## config.mk

```make
export PLATFORM = sky130hd
export DESIGN_NAME = adc_scan_host
export DESIGN_NICKNAME = d
export VERILOG_FILES = /design/src/rtl/adc_scan_pkg.sv /design/src/rtl/adc_scan_shifter.sv /design/src/rtl/adc_scan_waiter.sv /design/src/rtl/adc_scan_host.sv
export SDC_FILE = /design/constraint.sdc
export NUM_CORES = 1
export LEC_CHECK = 0
export ABC_AREA = 1
export BUFFER_PORTS_ARGS = -buffer_cell sky130_fd_sc_hd__clkbuf_2
export CAP_MARGIN = 5
export CORE_UTILIZATION = 49
export CTS_BUF_LIST = sky130_fd_sc_hd__clkbuf_4 sky130_fd_sc_hd__clkbuf_8
export CTS_CLUSTER_DIAMETER = 150
export DETAILED_ROUTE_END_ITERATION = 6
export GPL_ROUTABILITY_DRIVEN = 0
export PLACE_DENSITY = 0.68
export REMOVE_ABC_BUFFERS = 1
export SKIP_LAST_GASP = 1
export SLEW_MARGIN = 20
export SYNTH_ARGS = -nofsm -noshare
export SYNTH_HDL_FRONTEND = slang
export SYNTH_SLANG_ARGS = --single-unit
```

## constraint.sdc

```tcl
create_clock -name clk -period 5.41 [get_ports clk]
set_input_delay 0.8115 -clock clk [delete_from_list [all_inputs] [get_ports clk]]
set_output_delay 0.8115 -clock clk [all_outputs]
set_load 0.02 [all_outputs]
```

## src/rtl/adc_scan_pkg.sv

```systemverilog
package adc_scan_pkg;
  localparam int FRAME_BITS = 16;
  localparam int ADDR_BITS  = 4;
  localparam int RES_BITS   = 10;
  localparam int PAD_BITS   = FRAME_BITS - RES_BITS;
  localparam int CNT_W      = $clog2(FRAME_BITS + 1);

  typedef enum logic [1:0] {
    SEQ_BOOT   = 2'd0,
    SEQ_LAUNCH = 2'd1,
    SEQ_XFER   = 2'd2,
    SEQ_WAIT   = 2'd3
  } seq_state_t;
endpackage

```

## src/rtl/adc_scan_shifter.sv

```systemverilog
module adc_scan_shifter
  import adc_scan_pkg::*;
#(
  parameter int DIV_W      = 8,
  parameter int GAP_HALVES = 4
) (
  input  logic                  clk,
  input  logic                  rst_n,
  input  logic [DIV_W-1:0]      div_i,
  input  logic                  split_i,
  input  logic                  start_i,
  input  logic [ADDR_BITS-1:0]  addr_i,
  input  logic                  miso_i,
  output logic                  sclk_o,
  output logic                  mosi_o,
  output logic                  cs_n_o,
  output logic                  done_o,
  output logic [FRAME_BITS-1:0] rx_o
);
  localparam int GAP_W = (GAP_HALVES > 1) ? $clog2(GAP_HALVES) : 1;
  localparam logic [CNT_W-1:0] LAST_BIT = CNT_W'(FRAME_BITS);
  localparam logic [CNT_W-1:0] MID_BIT  = CNT_W'(FRAME_BITS / 2);

  logic                  active;
  logic [DIV_W-1:0]      hcnt;
  logic [DIV_W-1:0]      eff_div;
  logic                  tick;
  logic [CNT_W-1:0]      bitcnt;
  logic                  in_gap;
  logic [GAP_W-1:0]      gap_cnt;
  logic [FRAME_BITS-1:0] tx;

  assign eff_div = (div_i == '0) ? DIV_W'(1) : div_i;
  assign tick    = active && ((hcnt + DIV_W'(1)) >= eff_div);
  assign mosi_o  = tx[FRAME_BITS-1];

  always_ff @(posedge clk or negedge rst_n) begin
    if (!rst_n) begin
      active  <= 1'b0;
      hcnt    <= '0;
      bitcnt  <= '0;
      in_gap  <= 1'b0;
      gap_cnt <= '0;
      tx      <= '0;
      rx_o    <= '0;
      sclk_o  <= 1'b0;
      cs_n_o  <= 1'b1;
      done_o  <= 1'b0;
    end else begin
      done_o <= 1'b0;
      if (!active) begin
        if (start_i) begin
          active <= 1'b1;
          cs_n_o <= 1'b0;
          sclk_o <= 1'b0;
          hcnt   <= '0;
          bitcnt <= '0;
          in_gap <= 1'b0;
          tx     <= {addr_i, {(FRAME_BITS-ADDR_BITS){1'b0}}};
        end
      end else if (!tick) begin
        hcnt <= hcnt + DIV_W'(1);
      end else begin
        hcnt <= '0;
        if (in_gap) begin
          if (gap_cnt == GAP_W'(GAP_HALVES - 1)) in_gap <= 1'b0;
          else gap_cnt <= gap_cnt + GAP_W'(1);
        end else if (!sclk_o) begin
          sclk_o <= 1'b1;
          rx_o   <= {rx_o[FRAME_BITS-2:0], miso_i};
          bitcnt <= bitcnt + CNT_W'(1);
        end else begin
          sclk_o <= 1'b0;
          if (bitcnt == LAST_BIT) begin
            active <= 1'b0;
            cs_n_o <= 1'b1;
            done_o <= 1'b1;
            tx     <= '0;
          end else begin
            tx <= {tx[FRAME_BITS-2:0], 1'b0};
            if (split_i && (GAP_HALVES > 0) && (bitcnt == MID_BIT)) begin
              in_gap  <= 1'b1;
              gap_cnt <= '0;
            end
          end
        end
      end
    end
  end

  // serial clock idles low whenever chip select is released
  assert_sclk_idle_R2: assert property (@(posedge clk) disable iff (!rst_n)
    cs_n_o |-> !sclk_o);

  // outgoing data does not move at a rising edge
  assert_mosi_rise_stable_R2: assert property (@(posedge clk) disable iff (!rst_n)
    $rose(sclk_o) |-> $stable(mosi_o));

  // after the address nibble has been clocked out, only zeros follow
  assert_pad_zero_R3: assert property (@(posedge clk) disable iff (!rst_n)
    (!cs_n_o && (bitcnt > CNT_W'(ADDR_BITS))) |-> !mosi_o);

  // during the byte gap the clock is low and the frame stays selected
  assert_gap_low_R8: assert property (@(posedge clk) disable iff (!rst_n)
    in_gap |-> (!sclk_o && !cs_n_o));
endmodule

```

## src/rtl/adc_scan_waiter.sv

```systemverilog
module adc_scan_waiter #(
  parameter int WAIT_CONV = 44,
  parameter int CONV_HALF = 2
) (
  input  logic clk,
  input  logic rst_n,
  input  logic start_i,
  input  logic flag_mode_i,
  input  logic eoc_i,
  output logic conv_clk_o,
  output logic done_o
);
  localparam int HW = (CONV_HALF > 1) ? $clog2(CONV_HALF) : 1;
  localparam int WW = $clog2(WAIT_CONV + 1);

  logic [HW-1:0] hcnt;
  logic          toggle;
  logic          conv_rise;
  logic          eoc_q;
  logic          waiting;
  logic [WW-1:0] cnt;

  assign toggle    = (hcnt == HW'(CONV_HALF - 1));
  assign conv_rise = toggle && !conv_clk_o;

  always_ff @(posedge clk or negedge rst_n) begin
    if (!rst_n) begin
      hcnt       <= '0;
      conv_clk_o <= 1'b0;
    end else if (toggle) begin
      hcnt       <= '0;
      conv_clk_o <= !conv_clk_o;
    end else begin
      hcnt <= hcnt + HW'(1);
    end
  end

  always_ff @(posedge clk or negedge rst_n) begin
    if (!rst_n) begin
      eoc_q   <= 1'b0;
      waiting <= 1'b0;
      cnt     <= '0;
      done_o  <= 1'b0;
    end else begin
      eoc_q <= eoc_i;
      if (start_i) begin
        waiting <= 1'b1;
        done_o  <= 1'b0;
        cnt     <= '0;
      end else if (waiting) begin
        if (flag_mode_i) begin
          if (eoc_i && !eoc_q) begin
            waiting <= 1'b0;
            done_o  <= 1'b1;
          end
        end else if (conv_rise) begin
          if (cnt == WW'(WAIT_CONV - 1)) begin
            waiting <= 1'b0;
            done_o  <= 1'b1;
          end else begin
            cnt <= cnt + WW'(1);
          end
        end
      end
    end
  end

  // the conversion-edge count never runs past its window
  assert_count_bound_R6: assert property (@(posedge clk) disable iff (!rst_n)
    waiting |-> (cnt < WW'(WAIT_CONV)));

  // in flag mode completion follows a high end-of-conversion input
  assert_flag_done_R7: assert property (@(posedge clk) disable iff (!rst_n)
    ($rose(done_o) && flag_mode_i && $past(flag_mode_i)) |-> $past(eoc_i));
endmodule

```

## src/rtl/adc_scan_host.sv

```systemverilog
module adc_scan_host
  import adc_scan_pkg::*;
#(
  parameter int DIV_W      = 8,
  parameter int LAST_CHAN  = 8,
  parameter int WAIT_CONV  = 44,
  parameter int CONV_HALF  = 2,
  parameter int GAP_HALVES = 4
) (
  input  logic                 clk,
  input  logic                 rst_n,
  input  logic [DIV_W-1:0]     div_i,
  input  logic                 flag_mode_i,
  input  logic                 split_i,
  input  logic                 eoc_i,
  input  logic                 miso_i,
  output logic                 sclk_o,
  output logic                 mosi_o,
  output logic                 cs_n_o,
  output logic                 conv_clk_o,
  output logic                 res_valid_o,
  input  logic                 res_ready_i,
  output logic [ADDR_BITS-1:0] res_chan_o,
  output logic [RES_BITS-1:0]  res_data_o
);
  localparam logic [ADDR_BITS-1:0] LAST_ADDR = ADDR_BITS'(LAST_CHAN);

  seq_state_t            state;
  logic [ADDR_BITS-1:0]  cur_addr;
  logic [ADDR_BITS-1:0]  prev_addr;
  logic                  have_prev;
  logic                  shift_start;
  logic                  shift_done;
  logic [FRAME_BITS-1:0] rx_word;
  logic                  wait_start;
  logic                  wait_done;
  logic                  slot_free;

  assign shift_start = (state == SEQ_LAUNCH);
  assign wait_start  = (state == SEQ_XFER) && shift_done;
  assign slot_free   = !res_valid_o || res_ready_i;

  adc_scan_shifter #(
    .DIV_W      (DIV_W),
    .GAP_HALVES (GAP_HALVES)
  ) u_shift (
    .clk     (clk),
    .rst_n   (rst_n),
    .div_i   (div_i),
    .split_i (split_i),
    .start_i (shift_start),
    .addr_i  (cur_addr),
    .miso_i  (miso_i),
    .sclk_o  (sclk_o),
    .mosi_o  (mosi_o),
    .cs_n_o  (cs_n_o),
    .done_o  (shift_done),
    .rx_o    (rx_word)
  );

  adc_scan_waiter #(
    .WAIT_CONV (WAIT_CONV),
    .CONV_HALF (CONV_HALF)
  ) u_wait (
    .clk         (clk),
    .rst_n       (rst_n),
    .start_i     (wait_start),
    .flag_mode_i (flag_mode_i),
    .eoc_i       (eoc_i),
    .conv_clk_o  (conv_clk_o),
    .done_o      (wait_done)
  );

  always_ff @(posedge clk or negedge rst_n) begin
    if (!rst_n) begin
      state     <= SEQ_BOOT;
      cur_addr  <= '0;
      prev_addr <= '0;
      have_prev <= 1'b0;
    end else begin
      unique case (state)
        SEQ_BOOT:   state <= SEQ_LAUNCH;
        SEQ_LAUNCH: state <= SEQ_XFER;
        SEQ_XFER: begin
          if (shift_done) begin
            prev_addr <= cur_addr;
            have_prev <= 1'b1;
            cur_addr  <= (cur_addr == LAST_ADDR) ? '0 : cur_addr + ADDR_BITS'(1);
            state     <= SEQ_WAIT;
          end
        end
        SEQ_WAIT: begin
          if (wait_done && slot_free) state <= SEQ_LAUNCH;
        end
        default: state <= SEQ_BOOT;
      endcase
    end
  end

  always_ff @(posedge clk or negedge rst_n) begin
    if (!rst_n) begin
      res_valid_o <= 1'b0;
      res_chan_o  <= '0;
      res_data_o  <= '0;
    end else begin
      if (res_valid_o && res_ready_i) res_valid_o <= 1'b0;
      if (wait_start && have_prev) begin
        res_valid_o <= 1'b1;
        res_chan_o  <= prev_addr;
        res_data_o  <= rx_word[FRAME_BITS-1:PAD_BITS];
      end
    end
  end

  // a pending result holds still until accepted
  assert_hold_R9: assert property (@(posedge clk) disable iff (!rst_n)
    (res_valid_o && !res_ready_i) |=>
      (res_valid_o && $stable(res_chan_o) && $stable(res_data_o)));

  // a frame never opens while a result is still pending
  assert_no_launch_pending_R9: assert property (@(posedge clk) disable iff (!rst_n)
    $fell(cs_n_o) |-> !res_valid_o);

  // tags stay inside the scanned range
  assert_tag_range_R5: assert property (@(posedge clk) disable iff (!rst_n)
    res_valid_o |-> (res_chan_o <= LAST_ADDR));

  // nothing is emitted before the first frame completes
  assert_no_early_out_R1: assert property (@(posedge clk) disable iff (!rst_n)
    $rose(res_valid_o) |-> $past(cs_n_o));
endmodule

```

==> metrics.md, run 1 <==
| Metric | Value |
|---|---|
| Crit path launch type | flop |
| Compound-Gate Fraction of Synth Area | 9.960% |
| Synthesized area | 0.003769 mm2 |
| Status | complete, no violations |
| Cells after DPL | 556 |
| Main combinational cell family by area after synthesis | simple AND/OR/NAND/NOR gates |
| IO buf count | 33 |
| Synth Instances | 434 |
| DR DRC count | 0 |
| CTS tree | done |
| Total power | 1.581 mW |
| Via-to-Cell Ratio | 4.948 |
| Final HPWL DP | 4663 um |
| Slowest CP cell | dfrtp_1 |
| Resized cells post-CTS | 0 |
| I/O pins | 34 |
| Final Hold Violating Endpoints | 0 |
| Total wire length | 6706 um |
| Fmax | 378.6 MHz |
| Pre-CTS setup slack | 2.690 ns |
| FF-to-FF Start | u_shift.hcnt[0] |
| Data required time of the critical path | 5.70 ns |
| Initial antenna violation count | 0 |
| Yosys cell types | 32 |
| First drt pass iteration count | 4 |
| Number of global-route vias before repair | 2736 |
| Main synth FF type | dfrtp_1 |
| VDD IR max | 0.0002076 V |
| WS Path Type | flop to flop |
| Max Clock Skew | 0.01470 ns |
| Initial DRC count | 111 |
| Seq/Total Area, Yosys | 51.16% |
| First-pass GRT wire length | 11850 um |
| Crit-path cells | nand3_1, nor2_1, nand3_1, o21ai_1, nand2_1, ha_1, a21o_1, nor2_2, nand3_1, nand3_1, nand2_1, nand2_1 |
| Worst r2r dst | u_shift.tx[12] |
| TNS Setup | 0 ns |
| PD cells | 377.1 mW/mm2 |
| Core Area | 0.007331 mm2 |
| Layout cells sized above 1 | 15.43% |
| Setup slack, reg-to-reg | 2.77 ns |
| Post-CTS Setup Repair Bufs | 0 |
| Ys Warns | 0 |
| Multi-input logic area | 0.001533 mm2 |
| WL/cell | 11.72 um |
| Critical Path Sink Type | flop |
| Minimum clock period | 2.642 ns |
| Via count | 2830 |
| Tightest Pin Transition | 0.9562 ns |
| Final number of setup-violating endpoints | 0 |
| Grt total ovfl | 0 |
| Clock sink count | 77 |
| Async SR Flop Fraction | 100.0% |
| Clk slew on worst S/H paths | 0.09 ns |
| Root Driver | clkbuf_8 |
| Fillers | 691 |
| Post-Synth XOR/XNOR Area | 1.859% |
| EDFF count, synth | 0 |
| Adder-Cell Fraction of Synth Area | 6.308% |
| Largest net degree at the start of global routing | 78 |
| Final net count | 502 |
| Post-route ant nets | 0 |
| Yosys reg bits | 77 |
| Critical path endpoint | u_shift.tx[12] |
| Area contributors post-synth | dfrtp_1, nand2_1, ha_1 |
| Slew Viols, Final | 0 |
| CP startpoint | u_shift.hcnt[0] |
| CTS Hold Bufs | 0 |
| Die ar. | 0.008046 mm2 |
| WHS Path Cells | 1 |
| Chip Height | 89.70 um |
| Clk buf depth | 2 |
| Initial core utilization | 51.41% |
| Rows | 31 |
| Most frequent cells after synthesis | nand2_1, dfrtp_1, inv_1 |
| Antenna Cells | 0 |
| Relative slew slack | 36.25% |
| Top-count cell post-synth | nand2_1 |
| Mux contribution to synthesized area | 0.8964% |
| Mean Syn Cell Area | 8.683 um2 |
| Hold Crit Class | flop to flop |
| Register-to-Register Path Depth | 12 |
| Post-Synth Simple-Gate Area | 21.65% |
| Top cell type by total area after synthesis | dfrtp_1 |
| Yosys top cell area share | 50.46% |
| Final core occ | 57.19% |
| Worst-skew pair later-pin latency | 0.36 ns |
| Sequential cell area | 0.001928 mm2 |
| Post-route insts no fill | 572 |
| H-tree Lvls | 3 |
| Die width | 89.70 um |
| P_leak | 2.238 nW |
| Maximum capacitance violations | 0 |
| Critical path's largest stage delay | 0.44 ns |
| Post-route setup slack | 2.768 ns |
| Critical path peak fanout | 11 |
| CTS Buf Count | 9 |
| Global Route Usage Sum | 18.20% |
| Critical Path AT | 2.93 ns |
| Critical Path Most Common Cell | nand3_1 |
| Area growth, synth to finish | 11.25% |
| Final worst path period share | 48.83% |
| Unrepaired setup endpoints after global routing | no |
[cell usage in the layout, fill, tap and decap left out, drive strengths merged, types with 2 or more instances in the layout]
master / Yosys / routed
nand2: 116 / 116
dfrtp: 76 / 76
inv: 63 / 66
o21ai: 49 / 49
clkbuf: 3 / 41
nand3: 31 / 31
nor2: 27 / 27
ha: 19 / 19
xor2: 7 / 7
nand4: 6 / 6
o22ai: 6 / 6
nor3: 6 / 6
a21oi: 5 / 5
mux2: 3 / 3
or2: 2 / 2
clkinvlp: 0 / 2
[final cells by class]
class                           count  share of cell area [%]
Sequential cell                    77                   45.99
Multi-Input combinational cell    284                   36.56
Inverter                           63                   5.640
Timing Repair Buffer               33                   3.999
Clock buffer                        9                   2.954
Tap cell                           99                   2.954
Clock inverter                      7                   1.910
[flip-flops by register name, summed over array words and instances (netlist names), 2 cells and up]
register and flops:
u_shift.bitcnt 5, u_shift.hcnt 8, prev_addr 4, res_data_o 10
u_shift.rx_o 16, u_shift.gap_cnt 2, state 2, res_chan_o 4
u_shift.tx 4, cur_addr 4, u_wait.cnt 6
[cell families (layout without fill, tap and decap cells)]
kind of cell / count (synthesis) / after routing
buffers and inverters: 73 / 112
XOR/XNOR: 8 / 8
adder cells (fa/ha/maj): 19 / 19
AO/OA/AOI/OAI: 64 / 64
multiplexers: 3 / 3
AND/OR/NAND/NOR: 190 / 190
flip-flops: 77 / 77
[per-layer routing]
layer / up-vias / part of all wire (%) / wire length [um] / GRT usage, %
met5: - / 0 / 0 / 0
li1: 1456 / - / - / -
met3: 13 / 3.4 / 228 / 2.792
met1: 1309 / 50 / 3348 / 24.79
met2: 52 / 45 / 2994 / 27.76
met4: 0 / 2.0 / 134 / 10.52
[worst min-delay path by stage]
stage	from	to	slack [ns]
CTS	u_wait.hcnt	u_wait.hcnt	0.44
global route	u_wait.hcnt	u_wait.hcnt	0.47
detailed placement	u_wait.hcnt	u_wait.hcnt	0.42
finish	u_wait.hcnt	u_wait.hcnt	0.43
floorplan	u_wait.hcnt	u_wait.hcnt	0.39
global placement	u_wait.hcnt	u_wait.hcnt	0.41
[stage by stage]
stage,area (um2),hold WS (ns)
after floorplan,3697,0.3939
after global placement,3989,0.4093
after detailed placement,3989,0.4240
after CTS,4193,0.4358
after global routing,4193,0.4737
final,4193,0.4326
[worst max-delay path, delay by kind of cell, from the launching register on]
family                     cells  cell delay (ns)
DFF                            1             0.44
adders and majority gates      1             0.31
AOI/OAI and AO/OA              2             0.33
and+or+nand+nor                9             1.51
[where the power goes]
group,internal [mW],switching [mW]
Combinational,0.150,0.247
Sequential,0.660,0.0762
Clock,0.219,0.229
Power figures use the tool's default switching activity.
==> run 2, diff against run 1 <==
- clock period: 5.41 -> 2.8 ns (I/O delays scaled with it)
==> metrics.md, run 2 (synthesized netlist as in run 1, its figures left out) <==
| Metric | Value |
|---|---|
| Status | complete, no violations (unchanged) |
| First drt pass iteration count | 4 (unchanged) |
| Minimum clock period | 2.497 ns (was 2.642 ns) |
| CTS tree | done (unchanged) |
| Max Clock Skew | 0.01327 ns (was 0.01470 ns) |
| Clk slew on worst S/H paths | 0.08 ns (was 0.09 ns) |
| Slew Viols, Final | 0 (unchanged) |
| VDD IR max | 0.0004677 V (was 0.0002076 V) |
| TNS Setup | 0 ns (unchanged) |
| Crit-path cells | nand3_1, nor2_1, nand3_1, o21ai_1, nand2_1, ha_1, a21o_1, nor2_2, nand3_1, nand3_1, nand2_1, nand2_1 (unchanged) |
| IO buf count | 33 (unchanged) |
| Hold Crit Class | primary input to flop (was flop to flop) |
| Post-route ant nets | 0 (unchanged) |
| Total power | 3.123 mW (was 1.581 mW) |
| Post-CTS Setup Repair Bufs | 0 (unchanged) |
| CTS Buf Count | 9 (unchanged) |
| Initial antenna violation count | 0 (unchanged) |
| Final worst path period share | 89.19% (was 48.83%) |
| WS Path Type | flop to flop (unchanged) |
| Final Hold Violating Endpoints | 0 (unchanged) |
| Core Area | 0.007331 mm2 (unchanged) |
| Antenna Cells | 0 (unchanged) |
| Unrepaired setup endpoints after global routing | no (unchanged) |
| Relative slew slack | 37.78% (was 36.25%) |
| Dpl cell area | 0.004004 mm2 (was 0.003989 mm2) |
| Die ar. | 0.008046 mm2 (unchanged) |
| Total wire length | 6498 um (was 6706 um) |
| Clk buf depth | 2 (unchanged) |
| P_leak | 2.256 nW (was 2.238 nW) |
| Top Registers | u_shift.rx_o (16), res_data_o (10), u_shift.hcnt (8) (unchanged) |
| Final hold slack | 0.2015 ns (was 0.4326 ns) |
| Final HPWL DP | 4588 um (was 4663 um) |
| Maximum capacitance violations | 0 (unchanged) |
| Initial DRC count | 170 (was 111) |
| Critical Path Most Common Cell | nand3_1 (unchanged) |
| Crit path launch type | flop (unchanged) |
| Chip Height | 89.70 um (unchanged) |
| Number of global-route vias before repair | 2564 (was 2736) |
| Tightest Pin Transition | 0.9332 ns (was 0.9562 ns) |
| Most flops, register | u_shift.rx_o (unchanged) |
| Global Route Usage Sum | 17.83% (was 18.20%) |
| Resized cells post-CTS | 0 (unchanged) |
| Rows | 31 (unchanged) |
| I/O pins | 34 (unchanged) |
| WL/cell | 11.34 um (was 11.72 um) |
| Final net count | 504 (was 502) |
| H-tree Lvls | 3 (unchanged) |
| First-pass GRT wire length | 11560 um (was 11850 um) |
| Critical path peak fanout | 11 (unchanged) |
| Slowest CP cell | dfrtp_1 (unchanged) |
| Via count | 2794 (was 2830) |
| Die width | 89.70 um (unchanged) |
| Clock sink count | 77 (unchanged) |
| Critical Path Sink Type | flop (unchanged) |
| Critical Path AT | 2.76 ns (was 2.93 ns) |
| Commonest non-fill, non-tap cell in the layout | nand2_1 (unchanged) |
| Fmax | 400.4 MHz (was 378.6 MHz) |
| Max reg flops | 16 (unchanged) |
| PD cells | 737.6 mW/mm2 (was 377.1 mW/mm2) |
| Grt total ovfl | 0 (unchanged) |
| Final number of setup-violating endpoints | 0 (unchanged) |
| CTS Hold Bufs | 0 (unchanged) |
| Pre-CTS setup slack | 0.3102 ns (was 2.690 ns) |
| Setup slack, reg-to-reg | 0.30 ns (was 2.77 ns) |
| Area growth, synth to finish | 12.35% (was 11.25%) |
| Initial core utilization | 51.41% (unchanged) |
| Layout cells sized above 1 | 15.61% (was 15.43%) |
| Largest net degree at the start of global routing | 78 (unchanged) |
| Most frequent cells in the layout | nand2_1, dfrtp_1, inv_1 (unchanged) |
| Critical path's largest stage delay | 0.42 ns (was 0.44 ns) |
| Via-to-Cell Ratio | 4.876 (was 4.948) |
| DR DRC count | 0 (unchanged) |
| Data required time of the critical path | 3.07 ns (was 5.70 ns) |
| Post-route setup slack | 0.3027 ns (was 2.768 ns) |
| Worst-skew pair later-pin latency | 0.34 ns (was 0.36 ns) |
| Design Area, Final | 0.004234 mm2 (was 0.004193 mm2) |
| Root Driver | clkbuf_8 (unchanged) |
## run 2: changes by cell type in the layout (fill, tap and decap cells not counted)
cell        change
inv_6           -2
clkinv_4        -1
buf_4           +2
clkbuf_8        +1
bufinv_16       +1
nand2_4         -1
clkbuf_4        +2
nand2_8         +1
clkinvlp_4      -2
## run 2: through the flow
stage	util, %	std cells
floorplan	-	424
global placement	54.62	558
detailed placement	54.62	558
CTS	57.64	573
global route	57.76	573
finish	57.76	573
## run 2: routing by layer
metal	track usage, %	up-vias	share of wire (%)	routed length [um]
met5	0	-	0	0
li1	-	1462	-	-
met2	28.40	54	47	3046
met3	4.907	9	4.1	264
met4	6.011	0	1.1	73
met1	23.51	1269	48	3113
## run 2: area by class of cell
cell class	instances	area, um2
Clock inverter	3	68.82
Inverter	63	236.5
Sequential cell	77	1928
Fill cell	649	3097
Multi-Input combinational cell	284	1541
Tap cell	99	123.9
Clock buffer	12	152.6
Timing Repair Buffer	35	182.7
## run 2: worst paths after layout
path	to	depth (start not counted)	startpoint
max in group asynchronous	u_shift.tx[12]	1	rst_n
min in group asynchronous	u_wait.waiting	1	rst_n
worst min register to register	u_wait.hcnt	1	u_wait.hcnt
worst max register to register	u_shift.tx[15]	12	u_shift.hcnt[2]
worst max-delay path	u_shift.tx[15]	12	u_shift.hcnt[2]
worst min-delay path	u_wait.eoc_q	1	eoc_i
## run 2: critical path, delay by kind of cell, from the launching register on
family / cells / cell delay [ns]
DFF: 1 / 0.42
adders and majority gates: 1 / 0.31
and+or+nand+nor: 9 / 1.37
AOI/OAI and AO/OA: 2 / 0.32
## run 2: where the power goes
group / total, mW / internal (mW) / switching (mW)
sequential: 1.42 / 1.28 / 0.147
clock: 0.933 / 0.545 / 0.388
combinational: 0.766 / 0.292 / 0.475
total: 3.12 / 2.11 / 1.01
==> run 3, diff against run 2 <==
- TNS_END_PERCENT: unset -> 100
- clock period: 2.8 -> 2.6 ns (I/O delays scaled with it)
==> metrics.md, run 3 (synthesized netlist as in run 1, its figures left out) <==
| Metric | Value |
|---|---|
| Minimum clock period | 2.394 ns (was 2.497 ns) |
| Total power | 3.417 mW (was 3.123 mW) |
| Antenna Cells | 0 (unchanged) |
| Via-to-Cell Ratio | 4.907 (was 4.876) |
| Critical Path AT | 2.67 ns (was 2.76 ns) |
| IO buf count | 33 (unchanged) |
| Die ar. | 0.008046 mm2 (unchanged) |
| Multi-input logic area | 0.001554 mm2 (was 0.001541 mm2) |
| Initial antenna violation count | 0 (unchanged) |
| Final net count | 508 (was 504) |
| Top Registers | u_shift.rx_o (16), res_data_o (10), u_shift.hcnt (8) (unchanged) |
| Root Driver | clkbuf_8 (unchanged) |
| Part of the power in registers | 44.7% (was 45.6%) |
| Commonest non-fill, non-tap cell in the layout | nand2_1 (unchanged) |
| Part of the power in combinational logic | 26.0% (was 24.5%) |
| Initial core utilization | 51.41% (unchanged) |
| Final hold slack | 0.1648 ns (was 0.2015 ns) |
| Critical path peak fanout | 18 (was 11) |
| Status | complete, no violations (unchanged) |
| Largest net degree at the start of global routing | 78 (unchanged) |
| I/O pins | 34 (unchanged) |
| First-pass GRT wire length | 11220 um (was 11560 um) |
| Via count | 2836 (was 2794) |
| Core Area | 0.007331 mm2 (unchanged) |
| Number of global-route vias before repair | 2491 (was 2564) |
| Critical Path Sink Type | flop (unchanged) |
| Rows | 31 (unchanged) |
| Tightest Pin Transition | 0.9502 ns (was 0.9332 ns) |
| Maximum capacitance violations | 0 (unchanged) |
| Most flops, register | u_shift.rx_o (unchanged) |
| Fmax | 417.8 MHz (was 400.4 MHz) |
| P_leak | 2.280 nW (was 2.256 nW) |
| VDD IR max | 0.0005005 V (was 0.0004677 V) |
| Chip Height | 89.70 um (unchanged) |
| Die width | 89.70 um (unchanged) |
| Worst-skew pair later-pin latency | 0.35 ns (was 0.34 ns) |
| H-tree Lvls | 3 (unchanged) |
| Clk buf depth | 2 (unchanged) |
| DR DRC count | 0 (unchanged) |
| Switch Pwr | 1.146 mW (was 1.009 mW) |
| Final Hold Violating Endpoints | 0 (unchanged) |
| Clk pwr share | 29.3% (was 29.9%) |
| CTS Buf Count | 9 (unchanged) |
| CTS Hold Bufs | 0 (unchanged) |
| Final HPWL DP | 4610 um (was 4588 um) |
| Fillers | 649 (unchanged) |
| Total wire length | 6605 um (was 6498 um) |
| Area growth, synth to finish | 13.84% (was 12.35%) |
| Final number of setup-violating endpoints | 0 (unchanged) |
| Layout cells sized above 1 | 16.91% (was 15.61%) |
| WS Path Type | flop to flop (unchanged) |
| PD cells | 796.5 mW/mm2 (was 737.6 mW/mm2) |
| Max Clock Skew | 0.01219 ns (was 0.01327 ns) |
| Crit path launch type | flop (unchanged) |
| Final worst path period share | 92.07% (was 89.19%) |
| Slew Viols, Final | 0 (unchanged) |
| Most frequent cells in the layout | nand2_1, dfrtp_1, inv_1 (unchanged) |
| Post-route ant nets | 0 (unchanged) |
| Data required time of the critical path | 2.88 ns (was 3.07 ns) |
| First drt pass iteration count | 4 (unchanged) |
| Grt total ovfl | 0 (unchanged) |
| Clock sink count | 77 (unchanged) |
| WL/cell | 11.43 um (was 11.34 um) |
| Int Pwr | 2.271 mW (was 2.114 mW) |
| CTS tree | done (unchanged) |
| Cells after DPL | 560 (was 558) |
| Post-route insts no fill | 578 (was 573) |
| Relative slew slack | 36.65% (was 37.78%) |
| Sequential cell area | 0.001928 mm2 (unchanged) |
| Global Route Usage Sum | 17.43% (was 17.83%) |
| Initial DRC count | 131 (was 170) |
| Max reg flops | 16 (unchanged) |
| Hold Crit Class | primary input to flop (unchanged) |
| Sw Share | 33.55% (was 32.32%) |
| Clk slew on worst S/H paths | 0.08 ns (about the same) |
==> run 3: cell count changes in the layout (fill, tap and decap cells not counted) <==
| cell | delta |
|---|---|
| buf_4 | +3 |
| clkbuf_4 | -2 |
| clkinv_4 | +2 |
| buf_12 | +1 |
| clkbuf_8 | -1 |
| clkinv_2 | +1 |
| clkinvlp_4 | +1 |
| nand3_1 | -1 |
| nand3_2 | +1 |
| nor2_1 | -1 |
| nor2_4 | +1 |
==> run 3: area by class of cell <==
| class | count | area share, % |
|---|---|---|
| flip-flops and latches | 77 | 44.94 |
| inverters | 63 | 5.512 |
| multi-input cells | 284 | 36.22 |
| clock buffers | 9 | 2.887 |
| well taps | 99 | 2.887 |
| repair buffers | 39 | 5.249 |
| clock inverters | 7 | 2.304 |
==> run 3: repair_timing <==
action,CTS,global route
gates resized for setup,0,4
buffers inserted,0,2
endpoints found under the setup margin,0,18
endpoints found under the hold margin,0,0
==> run 3: worst paths after layout <==
kind / start / end / slack, ns / cells after the start
max: u_shift.hcnt[2] / u_shift.rx_o[12] / 0.21 / 13
min: eoc_i / u_wait.eoc_q / 0.16 / 1
max reg2reg: u_shift.hcnt[2] / u_shift.rx_o[12] / 0.21 / 13
min reg2reg: u_wait.hcnt / u_wait.hcnt / 0.43 / 1
max in group asynchronous: rst_n / u_shift.rx_o[6] / 1.81 / 1
min in group asynchronous: rst_n / u_wait.eoc_q / 0.17 / 1
==> run 3: critical path, stage by stage (launching register included) <==
cell and delay, ns:
dfrtp_1 0.42, nand3_1 0.12, nor2_1 0.15, nand3_1 0.13, o21ai_1 0.14, nand2_1 0.09
ha_1 0.33, a21o_1 0.22, nor2_4 0.15, nand2_4 0.12, nand2_8 0.14, buf_12 0.17
nand2_1 0.07, o21ai_2 0.06
==> run 3: per-layer routing <==
layer | share of wire [%] | wire (um) | track usage (%) | up-vias
li1 | - | - | - | 1471
met1 | 49 | 3263 | 24.10 | 1301
met2 | 46 | 3026 | 26.54 | 59
met3 | 3.9 | 256 | 4.315 | 5
met4 | 0.89 | 59 | 6.557 | 0
met5 | 0 | 0 | 0 | -
==> run 3: power groups by stage <==
stage	combinational [mW]	sequential, mW	clock, mW
finish	0.890	1.53	1.00
global route	1.04	1.55	1.07
CTS	0.851	1.53	1.02
detailed placement	0.845	1.55	0
global placement	0.818	1.55	0
floorplan	0.639	1.53	0
==> run 3: per-stage QoR <==
step | util (%) | setup WS, ns | setup TNS, ns | instance area (um2)
finish | 58.53 | 0.2063 | 0 | 4290
CTS | 58.03 | 0.1318 | 0 | 4254
global placement | 54.99 | 0.2732 | 0 | 4031
floorplan | - | 0.3306 | 0 | 3697
detailed placement | 54.99 | 0.1602 | 0 | 4031
global route | 58.53 | -0.01356 | -0.05899 | 4290
